File: config.mk
export PLATFORM = sky130hd
export DESIGN_NAME = ppi_port
export DESIGN_NICKNAME = d
export VERILOG_FILES = /design/src/rtl/ppi_pkg.sv /design/src/rtl/ppi_in_slot.sv /design/src/rtl/ppi_out_slot.sv /design/src/rtl/ppi_irq_ctl.sv /design/src/rtl/ppi_port.sv
export SDC_FILE = /design/constraint.sdc
export NUM_CORES = 1
export LEC_CHECK = 0
export ABC_AREA = 1
export BUFFER_PORTS_ARGS = -buffer_cell sky130_fd_sc_hd__buf_2
export CAP_MARGIN = 20
export CORE_MARGIN = 2
export CORE_UTILIZATION = 48
export CTS_BUF_LIST = sky130_fd_sc_hd__clkbuf_4
export DETAILED_ROUTE_END_ITERATION = 6
export GPL_TIMING_DRIVEN = 0
export PLACE_DENSITY = 0.89
export REMOVE_ABC_BUFFERS = 1
export SKIP_CTS_REPAIR_TIMING = 1
export SYNTH_ARGS = -nofsm -noshare
export SYNTH_HDL_FRONTEND = slang
export SYNTH_HIERARCHICAL = 1
export SYNTH_SLANG_ARGS = --single-unit
File: constraint.sdc
create_clock -name clk -period 0.95 [get_ports clk]
set_input_delay 0.19 -clock clk [delete_from_list [all_inputs] [get_ports clk]]
set_output_delay 0.19 -clock clk [all_outputs]
set_load 0.01 [all_outputs]
File: src/rtl/ppi_pkg.sv
package ppi_pkg;
  typedef enum logic [1:0] {
    ADR_DATA = 2'b00,
    ADR_STAT = 2'b01,
    ADR_CMD  = 2'b10,
    ADR_NONE = 2'b11
  } ppi_adr_e;

  typedef struct packed {
    logic out_irq_en;
    logic in_irq_en;
  } ppi_cmd_t;

  localparam int STAT_IN_AVAIL = 0;
  localparam int STAT_OUT_DONE = 1;
  localparam int STAT_IRQ      = 2;
endpackage

File: src/rtl/ppi_in_slot.sv
module ppi_in_slot #(
  parameter int W = 8
) (
  input  logic         clk,
  input  logic         rst_n,
  input  logic         push_valid,
  input  logic [W-1:0] push_data,
  output logic         push_ready,
  input  logic         pop,
  output logic         full,
  output logic [W-1:0] data,
  output logic         pushed
);
  assign push_ready = !full;
  assign pushed     = push_valid && !full;

  always_ff @(posedge clk or negedge rst_n) begin
    if (!rst_n) begin
      full <= 1'b0;
      data <= '0;
    end else if (pushed) begin
      full <= 1'b1;
      data <= push_data;
    end else if (pop && full) begin
      full <= 1'b0;
    end
  end
endmodule

File: src/rtl/ppi_out_slot.sv
module ppi_out_slot #(
  parameter int W = 8
) (
  input  logic         clk,
  input  logic         rst_n,
  input  logic         load,
  input  logic [W-1:0] load_data,
  input  logic         take_ready,
  output logic         valid,
  output logic [W-1:0] data,
  output logic         taken
);
  logic accept;
  assign taken  = valid && take_ready;
  assign accept = load && (!valid || taken);

  always_ff @(posedge clk or negedge rst_n) begin
    if (!rst_n) begin
      valid <= 1'b0;
      data  <= '0;
    end else if (accept) begin
      valid <= 1'b1;
      data  <= load_data;
    end else if (taken) begin
      valid <= 1'b0;
    end
  end
endmodule

File: src/rtl/ppi_irq_ctl.sv
module ppi_irq_ctl (
  input  logic clk,
  input  logic rst_n,
  input  logic in_evt,
  input  logic out_evt,
  input  logic in_en,
  input  logic out_en,
  input  logic ack,
  output logic pend
);
  logic raise;
  assign raise = (in_evt && in_en) || (out_evt && out_en);

  always_ff @(posedge clk or negedge rst_n) begin
    if (!rst_n)     pend <= 1'b0;
    else if (raise) pend <= 1'b1;
    else if (ack)   pend <= 1'b0;
  end
endmodule

File: src/rtl/ppi_port.sv
module ppi_port
  import ppi_pkg::*;
#(
  parameter int DATA_W = 8
) (
  input  logic              clk,
  input  logic              rst_n,
  input  logic              cs,
  input  logic [1:0]        addr,
  input  logic              rd,
  input  logic              wr,
  input  logic [DATA_W-1:0] wdata,
  output logic [DATA_W-1:0] rdata,
  input  logic              in_valid,
  output logic              in_ready,
  input  logic [DATA_W-1:0] in_data,
  output logic              out_valid,
  input  logic              out_ready,
  output logic [DATA_W-1:0] out_data,
  output logic              irq,
  input  logic              inta
);
  localparam int CMD_W = $bits(ppi_cmd_t);

  ppi_adr_e          adr;
  logic              rd_data, wr_data, wr_cmd;
  logic              in_full, in_push, out_taken;
  logic [DATA_W-1:0] in_q;
  ppi_cmd_t          cmd_q;
  logic [DATA_W-1:0] stat;

  assign adr     = ppi_adr_e'(addr);
  assign rd_data = cs && rd && (adr == ADR_DATA);
  assign wr_data = cs && wr && (adr == ADR_DATA);
  assign wr_cmd  = cs && wr && (adr == ADR_CMD);

  always_ff @(posedge clk or negedge rst_n) begin
    if (!rst_n)      cmd_q <= '0;
    else if (wr_cmd) cmd_q <= ppi_cmd_t'(wdata[CMD_W-1:0]);
  end

  ppi_in_slot #(.W(DATA_W)) u_in (
    .clk(clk), .rst_n(rst_n),
    .push_valid(in_valid), .push_data(in_data), .push_ready(in_ready),
    .pop(rd_data), .full(in_full), .data(in_q), .pushed(in_push)
  );

  ppi_out_slot #(.W(DATA_W)) u_out (
    .clk(clk), .rst_n(rst_n),
    .load(wr_data), .load_data(wdata), .take_ready(out_ready),
    .valid(out_valid), .data(out_data), .taken(out_taken)
  );

  ppi_irq_ctl u_irq (
    .clk(clk), .rst_n(rst_n),
    .in_evt(in_push), .out_evt(out_taken),
    .in_en(cmd_q.in_irq_en), .out_en(cmd_q.out_irq_en),
    .ack(inta), .pend(irq)
  );

  always_comb begin
    stat                = '0;
    stat[STAT_IN_AVAIL] = in_full;
    stat[STAT_OUT_DONE] = !out_valid;
    stat[STAT_IRQ]      = irq;
  end

  always_comb begin
    rdata = '0;
    if (cs && rd) begin
      case (adr)
        ADR_DATA: rdata = in_q;
        ADR_STAT: rdata = stat;
        default:  rdata = '0;
      endcase
    end
  end
endmodule

==> qor.csv, run 1 <==
metric,value,unit
initial core utilization,51.6,%
die width,50.2,um
leakage,0.880,nW
CTS tree,yes,
total core area,1980,sq um
H-tree depth,1,
final hold vios,0,
vias in the first global route,939,
failing checks,setup timing,
"IR drop worst, VDD",1.87,mV
CP Class,reg -> out,
initial antenna violation count,0,
Netlist cell types,14,
Max Cap Violations,0,
HP Class,in -> reg,
post-layout min period,1.27,ns
placed cells,194,
highest routed layer,met4,
Die H,50.2,um
metal3 WL,210,um
Pre-antenna DRT Iters,4,
area delta synth->final,46.3,%
total chip power,3.04,mW
Total Nets Final,216,
largest net degree at the start of global routing,22,
post-route clock period utilization,134,%
clk sink count,21,
post-route cell area,1500,sq um
grt ovf,0,
DRC viols,0,
Worst Path Required,0.76,ns
Iter 0 DRT Violations,51,
fraction of layout cells with a size suffix above 1,43.4,%
number of routed nets with antenna violations,0,
Clock transition at path regs,0.11,ns
Post-Route WL,3.09,mm
first-pass GRT wire length,3.88,mm
clk buf depth,2,
status,"complete, but fails checks",
RSZ-0062 raised after global routing,true,
Root Buffer,clkbuf_4,
Clock Skew,0.00169,ns
clk_lat worst skew,0.29,ns
Worst EP arrival,1.08,ns
"Slew Viols, Final",0,
final setup margin,-0.325,ns
yosys synthesis warning count,6,
PD cells,2030,nW/um^2
Final Setup Violations,33,
Port Buffer Count,44,
DP HPWL,1.77,mm
CP Max Fanout,2,
Seq cells post-synth,21,
fin cells,216,
I/O pin count,45,
Gate Count Post-Synth,126,
DR WL met2,1.69,mm
detailed-route wire length on metal 1,1.07,mm
FILL cells,132,
Final Wtd Congestion,0.775,
antenna cells,0,
die area,2520,sq um
register area share after synthesis,51.4,%
row count,16,
CTS Buf Count,3,
Vias/cell,5.38,
via count,1161,
WL per Instance,14.3,um
gr usage total,20.5,%
Post-DP Area,1240,sq um
Rel. slew slack,69.6,%
Synth Cell Area,1020,sq um
Critical Path End Type,output pin,
Slew @ Worst Pin,0.456,ns
crit start category,flip-flop,
syn_area_per_cell,8.11,sq um
Achievable Freq,785,MHz
==> state kept, by name (all words and copies together) (netlist names) <==
signal,cells
u_out/valid,1
u_in/full,1
u_in/data,8
cmd_q,2
u_irq/pend,1
u_out/data,8
==> layout make-up <==
cell class | count | area [sq um] | area share, %
clock buffer | 4 | 30.0 | 2.01
inverter | 10 | 40.0 | 2.68
multi-input combinational | 94 | 494 | 33.1
sequential | 21 | 526 | 35.1
tap | 27 | 33.8 | 2.26
timing repair buffer | 60 | 372 | 24.9
==> kinds of logic after synthesis <==
kind of cell | Yosys count | synth area share (%)
and+or+nand+nor | 91 | 40.5
DFF | 21 | 51.4
buffers and inverters | 13 | 7.22
AOI/OAI and AO/OA | 1 | 0.857
==> report_power, final <==
| group | switching [mW] | internal (mW) | total, mW | leakage (nW) |
|---|---|---|---|---|
| registers | 0.175 | 1.16 | 1.34 | 0.263 |
| logic | 0.647 | 0.609 | 1.26 | 0.599 |
| clock network | 0.249 | 0.192 | 0.441 | 0.0184 |
==> stage by stage <==
stage	utilization [%]	setup WS, ns	TNS (ns)	hold slack, ns
2_1_floorplan	-	-0.227	-1.95	-0.106
3_3_place_gp	62.6	-0.575	-5.50	0.157
3_5_place_dp	62.6	-0.653	-6.27	0.164
4_1_cts	64.1	-0.371	-5.81	-0.166
5_1_grt	75.4	-0.393	-5.08	0.115
6_report	75.4	-0.325	-3.50	0.123
==> per-layer routing <==
metal | vias up | track usage (%)
li1 | 525 | -
met1 | 549 | 22.2
met2 | 72 | 37.7
met3 | 15 | 2.68
met4 | 0 | 11.6
met5 | - | 0
==> worst max-delay path, stage by stage (launching register included) <==
cell and delay (ns):
dfrtp_1 0.37, nand2_1 0.09, nor2_1 0.18, buf_2 0.16
==> synth_stat cells (all sizes together) <==
cell	number	area, sq um
inv	10	37.5
o21ai	1	8.76
nand3	24	125
nand2	56	238
nor2	11	51.3
buf	2	22.5
clkbuf	1	13.8
dfrtp	21	526
==> cells in the final DEF (no fill, tap or decap), drive strengths merged <==
cell	n
dlygate4sd3	1
clkbuf	4
nor2	11
inv	10
dfrtp	21
nand3	24
buf	59
nand2	58
o21ai	1
==> final timing paths <==
kind	startpoint	to	slack, ns	cells after the start
max in group asynchronous	rst_n	u_in/data[4]	0.28	2
hold reg to reg	u_in/data[2]	u_in/data[2]	0.49	2
setup / recovery	u_in/data[3]	rdata[3]	-0.32	3
setup reg to reg	u_out/valid	u_out/data[5]	-0.08	5
min in group asynchronous	rst_n	u_in/data[0]	0.36	2
hold / removal	in_data[2]	u_in/data[2]	0.12	3
Power figures use the tool's default switching activity.
==> run 2, diff against run 1 <==
ABC_CLOCK_PERIOD_IN_PS = 950   (was unset)
TNS_END_PERCENT = 1   (was unset)
==> run 2 against run 1 <==
  * The run still ends with setup timing left
  * Critical path depth up 1
  * Final cell count down 7.4%
  * Global-route usage did not move
  * Maximum frequency is 1.3% higher
  * Via count is 14% lower
==> qor.csv, run 2 (same netlist as run 1, synthesis figures left out) <==
metric,value,unit
die width,50.2,um
row count,16,
DRC viols,0,
grt ovf,0,
clk buf depth,2,
"commonest non-fill, non-tap cell in the layout",nand2_1,
Final Wtd Congestion,0.775,
initial core utilization,51.6,%
I/O pin count,45,
first-pass GRT wire length,3.88,mm
top flop regs,"u_in/data x8, u_out/data x8, cmd_q x2",
fraction of layout cells with a size suffix above 1,34.7,%
Clock transition at path regs,0.11,ns
CP Class,reg -> out,
Die H,50.2,um
RSZ-0062 raised after global routing,true,
FILL cells,156,
Achievable Freq,795,MHz
Final Setup Violations,27,
final setup margin,-0.308,ns
WL per Instance,12.6,um
Critical R2R Launch,u_out/valid,
antenna cells,0,
Max Cap Violations,0,
die area,2520,sq um
Reg power frac,51.8,%
Total Nets Final,200,
pre-CTS setup slack,-0.653,ns
area delta synth->final,30.1,%
Hold Crit Start,wdata[7],
CTS Buf Count,3,
Comb power frac,30.9,%
clock network fraction of total power,17.3,%
leakage,0.788,nW
Slew @ Worst Pin,0.460,ns
via count,1002,
CTS tree,yes,
H-tree depth,1,
Net Sw Frac,35.2,%
number of routed nets with antenna violations,0,
total chip power,2.57,mW
final hold vios,0,
DP HPWL,1.77,mm
vias in the first global route,939,
Iter 0 DRT Violations,28,
Critical Path End Type,output pin,
failing checks,setup timing,
Worst setup startpoint,u_out/valid,
total core area,1980,sq um
Worst EP arrival,1.07,ns
most frequent cells in the layout,"nand2_1, buf_2, nand3_1",
hold depth,3,
post-layout min period,1.26,ns
gr usage total,20.5,%
Net Sw Power,0.905,mW
Post-Route WL,2.51,mm
HP Class,in -> reg,
crit start category,flip-flop,
Clock Skew,0.00251,ns
post-route clock period utilization,132,%
"IR drop worst, VDD",1.51,mV
Vias/cell,5.01,
clk sink count,21,
clk_lat worst skew,0.30,ns
CP Max Fanout,4,
largest net degree at the start of global routing,22,
"Slew Viols, Final",0,
Pint,1.67,mW
Port Buffer Count,44,
status,"complete, but fails checks",
initial antenna violation count,0,
Root Buffer,clkbuf_4,
Worst Path Required,0.76,ns
Pre-antenna DRT Iters,4,
Rel. slew slack,69.3,%
Worst R2R Path Depth,5,
PD cells,1930,nW/um^2
==> run 2: cell count changes in the layout (fill, tap and decap cells not counted), moves of 2 or more <==
cell | before | now
buf_4 | 13 | 1
nand2_1 | 47 | 51
nand2_2 | 6 | 2
buf_6 | 3 | 1
nand2_4 | 2 | 0
==> run 2: power by group through the flow <==
stage / sequential [mW] / clock, mW / combinational (mW)
global route: 1.36 / 0.501 / 0.888
global placement: 1.32 / 0 / 0.700
detailed placement: 1.33 / 0 / 0.730
finish: 1.33 / 0.445 / 0.794
CTS: 1.32 / 0.451 / 0.737
floorplan: 1.34 / 0 / 0.416
==> run 2: final timing paths <==
path / endpoint / slack, ns
min: u_out/data[7] / 0.11
max in group asynchronous: u_out/data[6] / 0.29
max reg2reg: u_out/data[2] / -0.05
min in group asynchronous: u_in/data[0] / 0.35
max: rdata[1] / -0.31
min reg2reg: u_out/data[3] / 0.49
==> run 2: metal layers <==
metal	wire (um)	track usage, %
met1	946	22.2
met3	106	2.68
met5	0	0
met4	57	11.6
met2	1400	37.7
==> run 2: layout make-up <==
type / count / area [sq um] / share of cell area, %
Multi-Input combinational cell: 92 / 457 / 34.3
Tap cell: 27 / 33.8 / 2.54
Inverter: 10 / 40.0 / 3.01
Sequential cell: 21 / 526 / 39.5
Clock buffer: 4 / 30.0 / 2.26
Timing Repair Buffer: 46 / 244 / 18.3
==> run 2: stage by stage <==
stage | TNS (ns) | instance area (sq um) | std cells | hold WS, ns | util, %
global placement | -5.50 | 1240 | 194 | 0.157 | 62.6
finish | -3.27 | 1330 | 200 | 0.114 | 67.1
global route | -4.88 | 1330 | 200 | 0.0977 | 67.1
CTS | -5.81 | 1270 | 198 | -0.166 | 64.1
floorplan | -1.95 | 986 | 123 | -0.106 | -
detailed placement | -6.27 | 1240 | 194 | 0.164 | 62.6
==> run 2: critical path, stage by stage (launching register included) <==
cell and delay [ns]:
dfrtp_1 0.42, nor2_1 0.11, nand2_1 0.06, nand2_1 0.06, buf_2 0.12
